## config.mk

```make
export PLATFORM = sky130hd
export DESIGN_NAME = scl_timing_gen
export DESIGN_NICKNAME = d
export VERILOG_FILES = /design/src/rtl/scl_tg_pkg.sv /design/src/rtl/scl_tg_regs.sv /design/src/rtl/scl_tg_sel.sv /design/src/rtl/scl_tg_phase.sv /design/src/rtl/scl_timing_gen.sv
export SDC_FILE = /design/constraint.sdc
export NUM_CORES = 1
export LEC_CHECK = 0
export ABC_AREA = 0
export BUFFER_PORTS_ARGS = -buffer_cell sky130_fd_sc_hd__buf_2
export CAP_MARGIN = 25
export CELL_PAD_IN_SITES_DETAIL_PLACEMENT = 0
export CELL_PAD_IN_SITES_GLOBAL_PLACEMENT = 2
export CORE_MARGIN = 10
export CORE_UTILIZATION = 47
export CTS_BUF_LIST = sky130_fd_sc_hd__clkbuf_2 sky130_fd_sc_hd__clkbuf_4 sky130_fd_sc_hd__clkbuf_8
export CTS_CLUSTER_SIZE = 28
export DETAILED_ROUTE_END_ITERATION = 16
export PLACE_DENSITY = 0.91
export SLEW_MARGIN = 25
export SYNTH_ARGS = -nofsm -noshare
export SYNTH_HDL_FRONTEND = slang
export SYNTH_SLANG_ARGS = --single-unit
```

## constraint.sdc

```tcl
create_clock -name clk_i -period 9.7 [get_ports clk_i]
set_input_delay 0.97 -clock clk_i [delete_from_list [all_inputs] [get_ports clk_i]]
set_output_delay 0.97 -clock clk_i [all_outputs]
set_load 0.01 [all_outputs]
```

## src/rtl/scl_tg_pkg.sv

```systemverilog
package scl_tg_pkg;
  localparam int NUM_CLS = 3;

  typedef enum logic [1:0] {
    SPD_NONE = 2'b00,
    SPD_STD  = 2'b01,
    SPD_FAST = 2'b10,
    SPD_HIGH = 2'b11
  } spd_e;

  localparam logic [3:0] ADDR_SPK_FS = 4'd6;
  localparam logic [3:0] ADDR_SPK_HS = 4'd7;
  localparam logic [3:0] ADDR_HOLD   = 4'd8;

  function automatic int ns2cyc(input int mhz, input int ns);
    return (mhz * ns + 999) / 1000;
  endfunction

  function automatic int def_hi_ns(input int cls);
    case (cls)
      0: return 4000;
      1: return 600;
      default: return 60;
    endcase
  endfunction

  function automatic int def_lo_ns(input int cls);
    case (cls)
      0: return 4700;
      1: return 1300;
      default: return 160;
    endcase
  endfunction
endpackage

```

## src/rtl/scl_tg_regs.sv

```systemverilog
module scl_tg_regs
  import scl_tg_pkg::*;
#(
  parameter int CNT_W   = 16,
  parameter int SPK_W   = 8,
  parameter int CLK_MHZ = 100
) (
  input  logic                          clk_i,
  input  logic                          rst_ni,
  input  logic                          lock_i,
  input  logic                          wr_en_i,
  input  logic [3:0]                    wr_addr_i,
  input  logic [CNT_W-1:0]              wr_data_i,
  output logic [NUM_CLS-1:0][CNT_W-1:0] hcnt_o,
  output logic [NUM_CLS-1:0][CNT_W-1:0] lcnt_o,
  output logic [SPK_W-1:0]              spk_fs_o,
  output logic [SPK_W-1:0]              spk_hs_o,
  output logic [CNT_W-1:0]              hold_o
);
  localparam logic [CNT_W-1:0] DEF_HOLD = CNT_W'(ns2cyc(CLK_MHZ, 300));

  logic wr_ok;
  assign wr_ok = wr_en_i && !lock_i;

  for (genvar c = 0; c < NUM_CLS; c++) begin : g_cls
    localparam logic [CNT_W-1:0] DEF_H = CNT_W'(ns2cyc(CLK_MHZ, def_hi_ns(c)));
    localparam logic [CNT_W-1:0] DEF_L = CNT_W'(ns2cyc(CLK_MHZ, def_lo_ns(c)));
    localparam logic [3:0] A_H = 4'(2 * c);
    localparam logic [3:0] A_L = 4'(2 * c + 1);

    always_ff @(posedge clk_i or negedge rst_ni) begin
      if (!rst_ni) begin
        hcnt_o[c] <= DEF_H;
        lcnt_o[c] <= DEF_L;
      end else if (wr_ok) begin
        if (wr_addr_i == A_H) hcnt_o[c] <= wr_data_i;
        if (wr_addr_i == A_L) lcnt_o[c] <= wr_data_i;
      end
    end
  end

  always_ff @(posedge clk_i or negedge rst_ni) begin
    if (!rst_ni) begin
      spk_fs_o <= SPK_W'(1);
      spk_hs_o <= SPK_W'(1);
      hold_o   <= DEF_HOLD;
    end else if (wr_ok) begin
      if (wr_addr_i == ADDR_SPK_FS) spk_fs_o <= wr_data_i[SPK_W-1:0];
      if (wr_addr_i == ADDR_SPK_HS) spk_hs_o <= wr_data_i[SPK_W-1:0];
      if (wr_addr_i == ADDR_HOLD)   hold_o   <= wr_data_i;
    end
  end
endmodule

```

## src/rtl/scl_tg_sel.sv

```systemverilog
module scl_tg_sel
  import scl_tg_pkg::*;
#(
  parameter int CNT_W = 16,
  parameter int SPK_W = 8,
  parameter int LEN_W = CNT_W + 2
) (
  input  spd_e                          spd_i,
  input  logic [NUM_CLS-1:0][CNT_W-1:0] hcnt_i,
  input  logic [NUM_CLS-1:0][CNT_W-1:0] lcnt_i,
  input  logic [SPK_W-1:0]              spk_fs_i,
  input  logic [SPK_W-1:0]              spk_hs_i,
  output logic [LEN_W-1:0]              high_len_o,
  output logic [LEN_W-1:0]              low_len_o
);
  localparam logic [LEN_W-1:0] HI_OVH = LEN_W'(7);
  localparam logic [LEN_W-1:0] LO_OVH = LEN_W'(1);

  logic [1:0]       cls;
  logic [SPK_W-1:0] spk;

  always_comb begin
    case (spd_i)
      SPD_HIGH: cls = 2'd2;
      SPD_FAST: cls = 2'd1;
      default:  cls = 2'd0;
    endcase
    spk        = (spd_i == SPD_HIGH) ? spk_hs_i : spk_fs_i;
    high_len_o = LEN_W'(hcnt_i[cls]) + LEN_W'(spk) + HI_OVH;
    low_len_o  = LEN_W'(lcnt_i[cls]) + LO_OVH;
  end
endmodule

```

## src/rtl/scl_tg_phase.sv

```systemverilog
module scl_tg_phase
  import scl_tg_pkg::*;
#(
  parameter int CNT_W = 16,
  parameter int LEN_W = CNT_W + 2
) (
  input  logic             clk_i,
  input  logic             rst_ni,
  input  logic             en_i,
  input  logic [1:0]       speed_i,
  input  logic             scl_i,
  input  logic [LEN_W-1:0] high_len_i,
  input  logic [LEN_W-1:0] low_len_i,
  input  logic [CNT_W-1:0] hold_i,
  output spd_e             spd_o,
  output logic             run_o,
  output logic             scl_o,
  output logic             rise_o,
  output logic             fall_o,
  output logic             sda_ok_o
);
  logic             hi_q;
  logic [LEN_W-1:0] cnt_q;

  always_ff @(posedge clk_i or negedge rst_ni) begin
    if (!rst_ni) begin
      run_o  <= 1'b0;
      hi_q   <= 1'b1;
      cnt_q  <= '0;
      rise_o <= 1'b0;
      fall_o <= 1'b0;
      spd_o  <= SPD_STD;
    end else begin
      rise_o <= 1'b0;
      fall_o <= 1'b0;
      if (!en_i) begin
        run_o <= 1'b0;
        hi_q  <= 1'b1;
        cnt_q <= '0;
      end else if (!run_o) begin
        run_o  <= 1'b1;
        hi_q   <= 1'b0;
        cnt_q  <= '0;
        fall_o <= 1'b1;
        spd_o  <= (spd_e'(speed_i) == SPD_NONE) ? SPD_STD : spd_e'(speed_i);
      end else if (!hi_q) begin
        if (cnt_q == low_len_i - 1'b1) begin
          hi_q   <= 1'b1;
          cnt_q  <= '0;
          rise_o <= 1'b1;
        end else begin
          cnt_q <= cnt_q + 1'b1;
        end
      end else if (scl_i) begin
        // count only once the line has actually risen (target stretch)
        if (cnt_q == high_len_i - 1'b1) begin
          hi_q   <= 1'b0;
          cnt_q  <= '0;
          fall_o <= 1'b1;
        end else begin
          cnt_q <= cnt_q + 1'b1;
        end
      end
    end
  end

  assign scl_o    = !run_o || hi_q;
  assign sda_ok_o = run_o && !hi_q && (cnt_q >= LEN_W'(hold_i));
endmodule

```

## src/rtl/scl_timing_gen.sv

```systemverilog
module scl_timing_gen
  import scl_tg_pkg::*;
#(
  parameter int CNT_W   = 16,
  parameter int SPK_W   = 8,
  parameter int CLK_MHZ = 100
) (
  input  logic             clk_i,
  input  logic             rst_ni,
  input  logic             en_i,
  input  logic [1:0]       speed_i,
  input  logic             wr_en_i,
  input  logic [3:0]       wr_addr_i,
  input  logic [CNT_W-1:0] wr_data_i,
  input  logic             scl_i,
  output logic             scl_o,
  output logic             rise_o,
  output logic             fall_o,
  output logic             sda_ok_o
);
  localparam int LEN_W = CNT_W + 2;

  logic [NUM_CLS-1:0][CNT_W-1:0] hcnt, lcnt;
  logic [SPK_W-1:0]              spk_fs, spk_hs;
  logic [CNT_W-1:0]              hold;
  logic [LEN_W-1:0]              high_len, low_len;
  spd_e                          spd_q;
  logic                          run_q;

  scl_tg_regs #(.CNT_W(CNT_W), .SPK_W(SPK_W), .CLK_MHZ(CLK_MHZ)) u_regs (
    .clk_i     (clk_i),
    .rst_ni    (rst_ni),
    .lock_i    (en_i || run_q),
    .wr_en_i   (wr_en_i),
    .wr_addr_i (wr_addr_i),
    .wr_data_i (wr_data_i),
    .hcnt_o    (hcnt),
    .lcnt_o    (lcnt),
    .spk_fs_o  (spk_fs),
    .spk_hs_o  (spk_hs),
    .hold_o    (hold)
  );

  scl_tg_sel #(.CNT_W(CNT_W), .SPK_W(SPK_W), .LEN_W(LEN_W)) u_sel (
    .spd_i      (spd_q),
    .hcnt_i     (hcnt),
    .lcnt_i     (lcnt),
    .spk_fs_i   (spk_fs),
    .spk_hs_i   (spk_hs),
    .high_len_o (high_len),
    .low_len_o  (low_len)
  );

  scl_tg_phase #(.CNT_W(CNT_W), .LEN_W(LEN_W)) u_phase (
    .clk_i      (clk_i),
    .rst_ni     (rst_ni),
    .en_i       (en_i),
    .speed_i    (speed_i),
    .scl_i      (scl_i),
    .high_len_i (high_len),
    .low_len_i  (low_len),
    .hold_i     (hold),
    .spd_o      (spd_q),
    .run_o      (run_q),
    .scl_o      (scl_o),
    .rise_o     (rise_o),
    .fall_o     (fall_o),
    .sda_ok_o   (sda_ok_o)
  );
endmodule

```

==> results.json, run 1 <==
{
  "clock_sinks": 152,
  "crit_path_start_kind": "flop",
  "grt_antenna_before_repair": 0,
  "synth_edf_count": 0,
  "worstPathArrival_ns": 5.98,
  "crit_chain": "buf_16 > nand2_1 > mux2_2 > ha_1 > inv_1 > fa_1 > nand2b_1 > a21oi_1 > xnor2_1 > or4b_4 > or4_1 > a32oi_1 > o2111ai_1 > a221oi_4 > o211ai_4 > and2_4 > a31o_2",
  "rsz0062_at_grt": "no",
  "firstDrtPassIters": 5,
  "syn_area_sq_mm": 0.00902,
  "htree_num_levels": 4,
  "dp_cells": 1076,
  "port_buffers": 30,
  "yosysTopAreaCellShare": 0.350,
  "drc": 0,
  "grt_remaining_overflow": 0,
  "num_rows": 50,
  "die_h_microns": 159,
  "drt_wl_total_microns": 23500,
  "grt_pass1_vias": 6707,
  "fin_setup_tns_ns": 0,
  "drv_slew": 0,
  "setup-violations-final": 0,
  "cpPeakStageDelay_ns": 0.95,
  "fin_util": 0.519,
  "cts.repair.resized": 0,
  "ant_nets": 0,
  "worstPathRequired_ns": 10.05,
  "synth_common_cells": "126 x dfrtp_1, 123 x mux2_2, 56 x nor2_1",
  "wl_per_cell_microns": 21.2,
  "cts_tree": "built",
  "finalClockSkew_ns": 0.0156,
  "syn-num-nets": 901,
  "layout-drive-gt1-share": 0.294,
  "min_period_ns": 5.63,
  "routabilityCongestion": 0.889,
  "crit_type": "reg2reg",
  "initial_utilization": 0.480,
  "synthArstFlopShare": 1.00,
  "grt_usage": 0.195,
  "slowest_stage": "dfstp_2",
  "dr.first_iter.drc_count": 447,
  "routed_via_density": 5.88,
  "avgSynthCellArea_sq_um": 10.6,
  "synth-main-ff-cell": "dfrtp_1",
  "core-area_sq_mm": 0.0188,
  "area_growth_pct": 7.96,
  "min_period_over_period": 0.580,
  "power_density_mw_per_mm2": 172,
  "ys_ff_latch": 152,
  "p_leak_nw": 4.39,
  "cts_setup_buffers": 0,
  "post-dp-hpwl_microns": 16800,
  "fmaxAchievable_mhz": 178,
  "clk_latency_ns": 0.46,
  "finalHoldViolCount": 0,
  "end_kind": "flop",
  "slew_headroom": 0.353,
  "antenna_cells": 0,
  "final_cell_count_no_fill": 1108,
  "synth_seq_area_share": 0.425,
  "clockBufferDepth": 2,
  "hold_buffers": 0,
  "nets": 915,
  "die_x_microns": 159,
  "hp-class": "reg2reg",
  "worstMarginPinSlew_ns": 0.967,
  "cp_max_fo": 18,
  "die_area_sq_mm": 0.0251,
  "ir_drop_v": 0.000115,
  "netlist_instances": 847,
  "grt_start_max_net_pins": 96,
  "root_buffer": "clkbuf_8",
  "max_cap_viol_count": 0,
  "yosys-top-cells-area": "dfrtp_1 35%, mux2_2 15%, dfstp_2 7.6%",
  "run_status": "finished, final reports clean",
  "clkTransAtPathRegs_ns": 0.09,
  "dr_total_vias": 6514,
  "synth_cell_types": 82,
  "yosys.area.top_type": "dfrtp_1",
  "synth_most_common_cell": "dfrtp_1",
  "ys_warn_count": 0,
  "grt_pass1_wl_microns": 37500,
  "io-pin-count": 31,
  "cts_buffers": 17
}
[per-stage QoR]
| stage | worst slack [ns] | power [mW] | hold WS [ns] | area, sq um |
|---|---|---|---|---|
| finish | 4.07 | 1.68 | 0.511 | 9740 |
| global placement | 3.88 | 1.20 | 0.484 | 9320 |
| floorplan | 3.71 | 1.10 | 0.475 | 9020 |
| global route | 3.64 | 1.78 | 0.521 | 9740 |
| CTS | 4.10 | 1.69 | 0.514 | 9740 |
| detailed placement | 4.12 | 1.21 | 0.494 | 9350 |
[cell families after synthesis]
family / synth area share
muxes: 0.189
adders and majority gates: 0.0383
and+or+nand+nor: 0.134
AOI/OAI and AO/OA: 0.129
buffers and inverters: 0.0362
DFF: 0.425
xor gates and xnor gates: 0.0475
[flip-flops by register name, summed over array words and instances (netlist names)]
signal / count
u_regs.lcnt_o: 48
u_phase.cnt_q: 18
u_regs.spk_hs_o: 8
u_phase.run_o: 1
u_regs.hcnt_o: 48
u_phase.fall_o: 1
u_regs.hold_o: 16
u_regs.spk_fs_o: 8
u_phase.spd_o: 2
u_phase.rise_o: 1
u_phase.hi_q: 1
[worst paths after layout]
path	from	end	slack [ns]	cells after the start
worst max-delay path	u_phase.spd_o[0]	u_phase.cnt_q[17]	4.07	17
worst min-delay path	u_regs.hcnt_o[0]	u_regs.hcnt_o[0]	0.51	1
worst max register to register	u_phase.spd_o[0]	u_phase.cnt_q[17]	4.07	17
worst min register to register	u_regs.hcnt_o[0]	u_regs.hcnt_o[0]	0.51	1
max in group asynchronous	rst_ni	u_phase.spd_o[1]	7.77	2
min in group asynchronous	rst_ni	u_regs.lcnt_o[15]	0.61	1
[critical path: cells and delay by family, from the launching register on]
family	cells	cell delay [ns]
buffers and inverters	2	0.33
DFF	1	0.95
xor gates and xnor gates	1	0.19
muxes	1	0.33
AOI/OAI and AO/OA	6	1.43
adders and majority gates	2	0.58
and+or+nand+nor	5	1.73
[cells in the final DEF (no fill, tap or decap), types with 26 or more instances in the layout]
| master | instances |
|---|---|
| nand2_1 | 50 |
| ha_1 | 26 |
| o21ai_0 | 31 |
| inv_1 | 28 |
| buf_2 | 29 |
| mux2_2 | 123 |
| nor2_1 | 56 |
| a21oi_1 | 45 |
| dfstp_2 | 26 |
| mux2i_1 | 32 |
| xnor2_1 | 37 |
| dfrtp_1 | 125 |
[layout make-up]
type / count / area (sq um)
sequential: 152 / 3840
clock inverter: 12 / 120
timing repair buffer: 38 / 236
multi-input combinational: 624 / 4880
inverter: 28 / 105
fill: 1672 / 9030
tap: 234 / 293
clock buffer: 20 / 263
[report_power, final]
group	internal, mW	total (mW)	switching (mW)
clock network	0.219	0.473	0.254
registers	0.722	0.765	0.0435
logic	0.193	0.438	0.245
total	1.13	1.68	0.542
[routing by layer]
layer / share of wire / GRT usage / vias up
li1: - / - / 3123
met3: 0.036 / 0.0367 / 24
met2: 0.48 / 0.321 / 124
met1: 0.47 / 0.255 / 3243
met4: 0.016 / 0.0551 / 0
met5: 0 / 0 / -
No activity file was read; power rests on OpenSTA's default activity.
==> run 2, diff against run 1 <==
CORE_UTILIZATION = 43   (was 47)
PLACE_DENSITY = 0.85   (was 0.91)
clock period = 5.4 ns   (was 9.7 ns; I/O delays follow)
==> results.json, run 2 (synthesized netlist as in run 1, its figures left out) <==
{
  "rsz0062_at_grt": "no",
  "drt_wl_total_microns": 23600,
  "grt_pass1_wl_microns": 38100,
  "ant_nets": 0,
  "root_buffer": "clkbuf_8",
  "cts_setup_buffers": 0,
  "grt_remaining_overflow": 0,
  "die_area_sq_mm": 0.0272,
  "fin_area_sq_mm": 0.00977,
  "initial_utilization": 0.441,
  "io-pin-count": 31,
  "fin_setup_tns_ns": 0,
  "critPathLaunch": "u_phase.spd_o[0]",
  "layout-drive-gt1-share": 0.297,
  "run_status": "finished, final reports clean",
  "hp-class": "in2async",
  "reg2regPathDepth": 16,
  "drc": 0,
  "cp_max_fo": 11,
  "grt_start_max_net_pins": 118,
  "worstMarginPinSlew_ns": 0.911,
  "min_period_over_period": 0.926,
  "dr_total_vias": 6592,
  "clock_sinks": 152,
  "core-area_sq_mm": 0.0204,
  "crit_path_start_kind": "flop",
  "grt_usage": 0.180,
  "grt_antenna_before_repair": 0,
  "power_density_mw_per_mm2": 307,
  "rr_startpoint": "u_phase.spd_o[0]",
  "nets": 917,
  "routabilityCongestion": 0.870,
  "clockBufferDepth": 2,
  "clkTransAtPathRegs_ns": 0.09,
  "ir_drop_v": 0.000168,
  "drv_slew": 0,
  "worstPathRequired_ns": 5.74,
  "post-dp-hpwl_microns": 17200,
  "cts_buffers": 17,
  "placed_cell_area_sq_mm": 0.00939,
  "clk_latency_ns": 0.46,
  "min_period_ns": 5.00,
  "worstPathArrival_ns": 5.34,
  "fin_util": 0.478,
  "port_buffers": 30,
  "num_rows": 52,
  "p_leak_nw": 4.40,
  "setup-violations-final": 0,
  "end_kind": "flop",
  "grt_pass1_vias": 6894,
  "area_growth_pct": 8.38,
  "cts_tree": "built",
  "antenna_cells": 0,
  "htree_num_levels": 4,
  "die_x_microns": 165,
  "max_cap_viol_count": 0,
  "layout_commonest_cell": "dfrtp_1",
  "crit_type": "reg2reg",
  "firstDrtPassIters": 4,
  "finalClockSkew_ns": 0.0185,
  "finalHoldViolCount": 0,
  "final_cell_mix": "125 x dfrtp_1, 123 x mux2_2, 56 x nor2_1, 49 x nand2_1, 45 x a21oi_1",
  "top_regs": "u_regs.hcnt_o x48, u_regs.lcnt_o x48, u_phase.cnt_q x18",
  "slew_headroom": 0.393,
  "die_h_microns": 165,
  "wl_per_cell_microns": 20.6,
  "dr.first_iter.drc_count": 335,
  "fmaxAchievable_mhz": 200,
  "routed_via_density": 5.75
}
run 2: layout make-up:
class	count	area (sq um)
fill	1933	10700
multi-input combinational	624	4880
sequential	152	3840
tap	270	338
clock buffer	18	241
timing repair buffer	40	234
clock inverter	14	134
inverter	28	105
run 2: worst paths after layout:
| kind | endpoint | slack [ns] |
|---|---|---|
| min in group clk_i | u_phase.run_o | 0.29 |
| max reg2reg | u_phase.cnt_q[2] | 0.40 |
| min reg2reg | u_regs.lcnt_o[29] | 0.51 |
| min | u_regs.lcnt_o[15] | 0.21 |
| max | u_phase.cnt_q[2] | 0.40 |
| max in group asynchronous | u_phase.hi_q | 4.15 |
run 2: power breakdown:
group | switching, mW | internal [mW] | total (mW)
Sequential | 0.0778 | 1.30 | 1.37
Combinational | 0.446 | 0.344 | 0.790
Clock | 0.492 | 0.346 | 0.838
Total | 1.02 | 1.99 | 3.00
run 2: critical path, stage by stage (launching register included):
cell	delay, ns
dfstp_2	0.73
nand2_2	0.22
mux2_2	0.28
ha_1	0.18
inv_1	0.06
fa_1	0.39
nand2b_1	0.21
a21oi_1	0.23
nor3_1	0.13
nor4_1	0.45
and4b_1	0.35
nor2b_1	0.31
nand2_1	0.09
nor2_1	0.29
o2111a_1	0.49
o221ai_1	0.20
a32o_1	0.28
run 2: timing repair:
action | 4_1_cts | 5_1_grt
setup endpoints to repair | 0 | 11
hold buffers | 0 | 0
resized for setup | 0 | 2
run 2: layer usage:
metal	vias to the layer above	GRT usage	routed length [microns]
met5	-	0	0
met4	0	0.0612	471
met3	31	0.0331	1100
met2	148	0.291	11200
met1	3274	0.239	10800
li1	3139	-	-
run 2: per-stage QoR:
stage	setup WS [ns]	hold slack [ns]	power (mW)	std cells
2_1_floorplan	0.0216	0.244	1.97	847
3_5_place_dp	0.287	0.490	2.18	1114
5_1_grt	0.0264	0.270	3.18	1146
3_3_place_gp	0.405	0.485	2.16	1114
4_1_cts	0.260	0.254	3.03	1146
6_report	0.402	0.209	3.00	1146
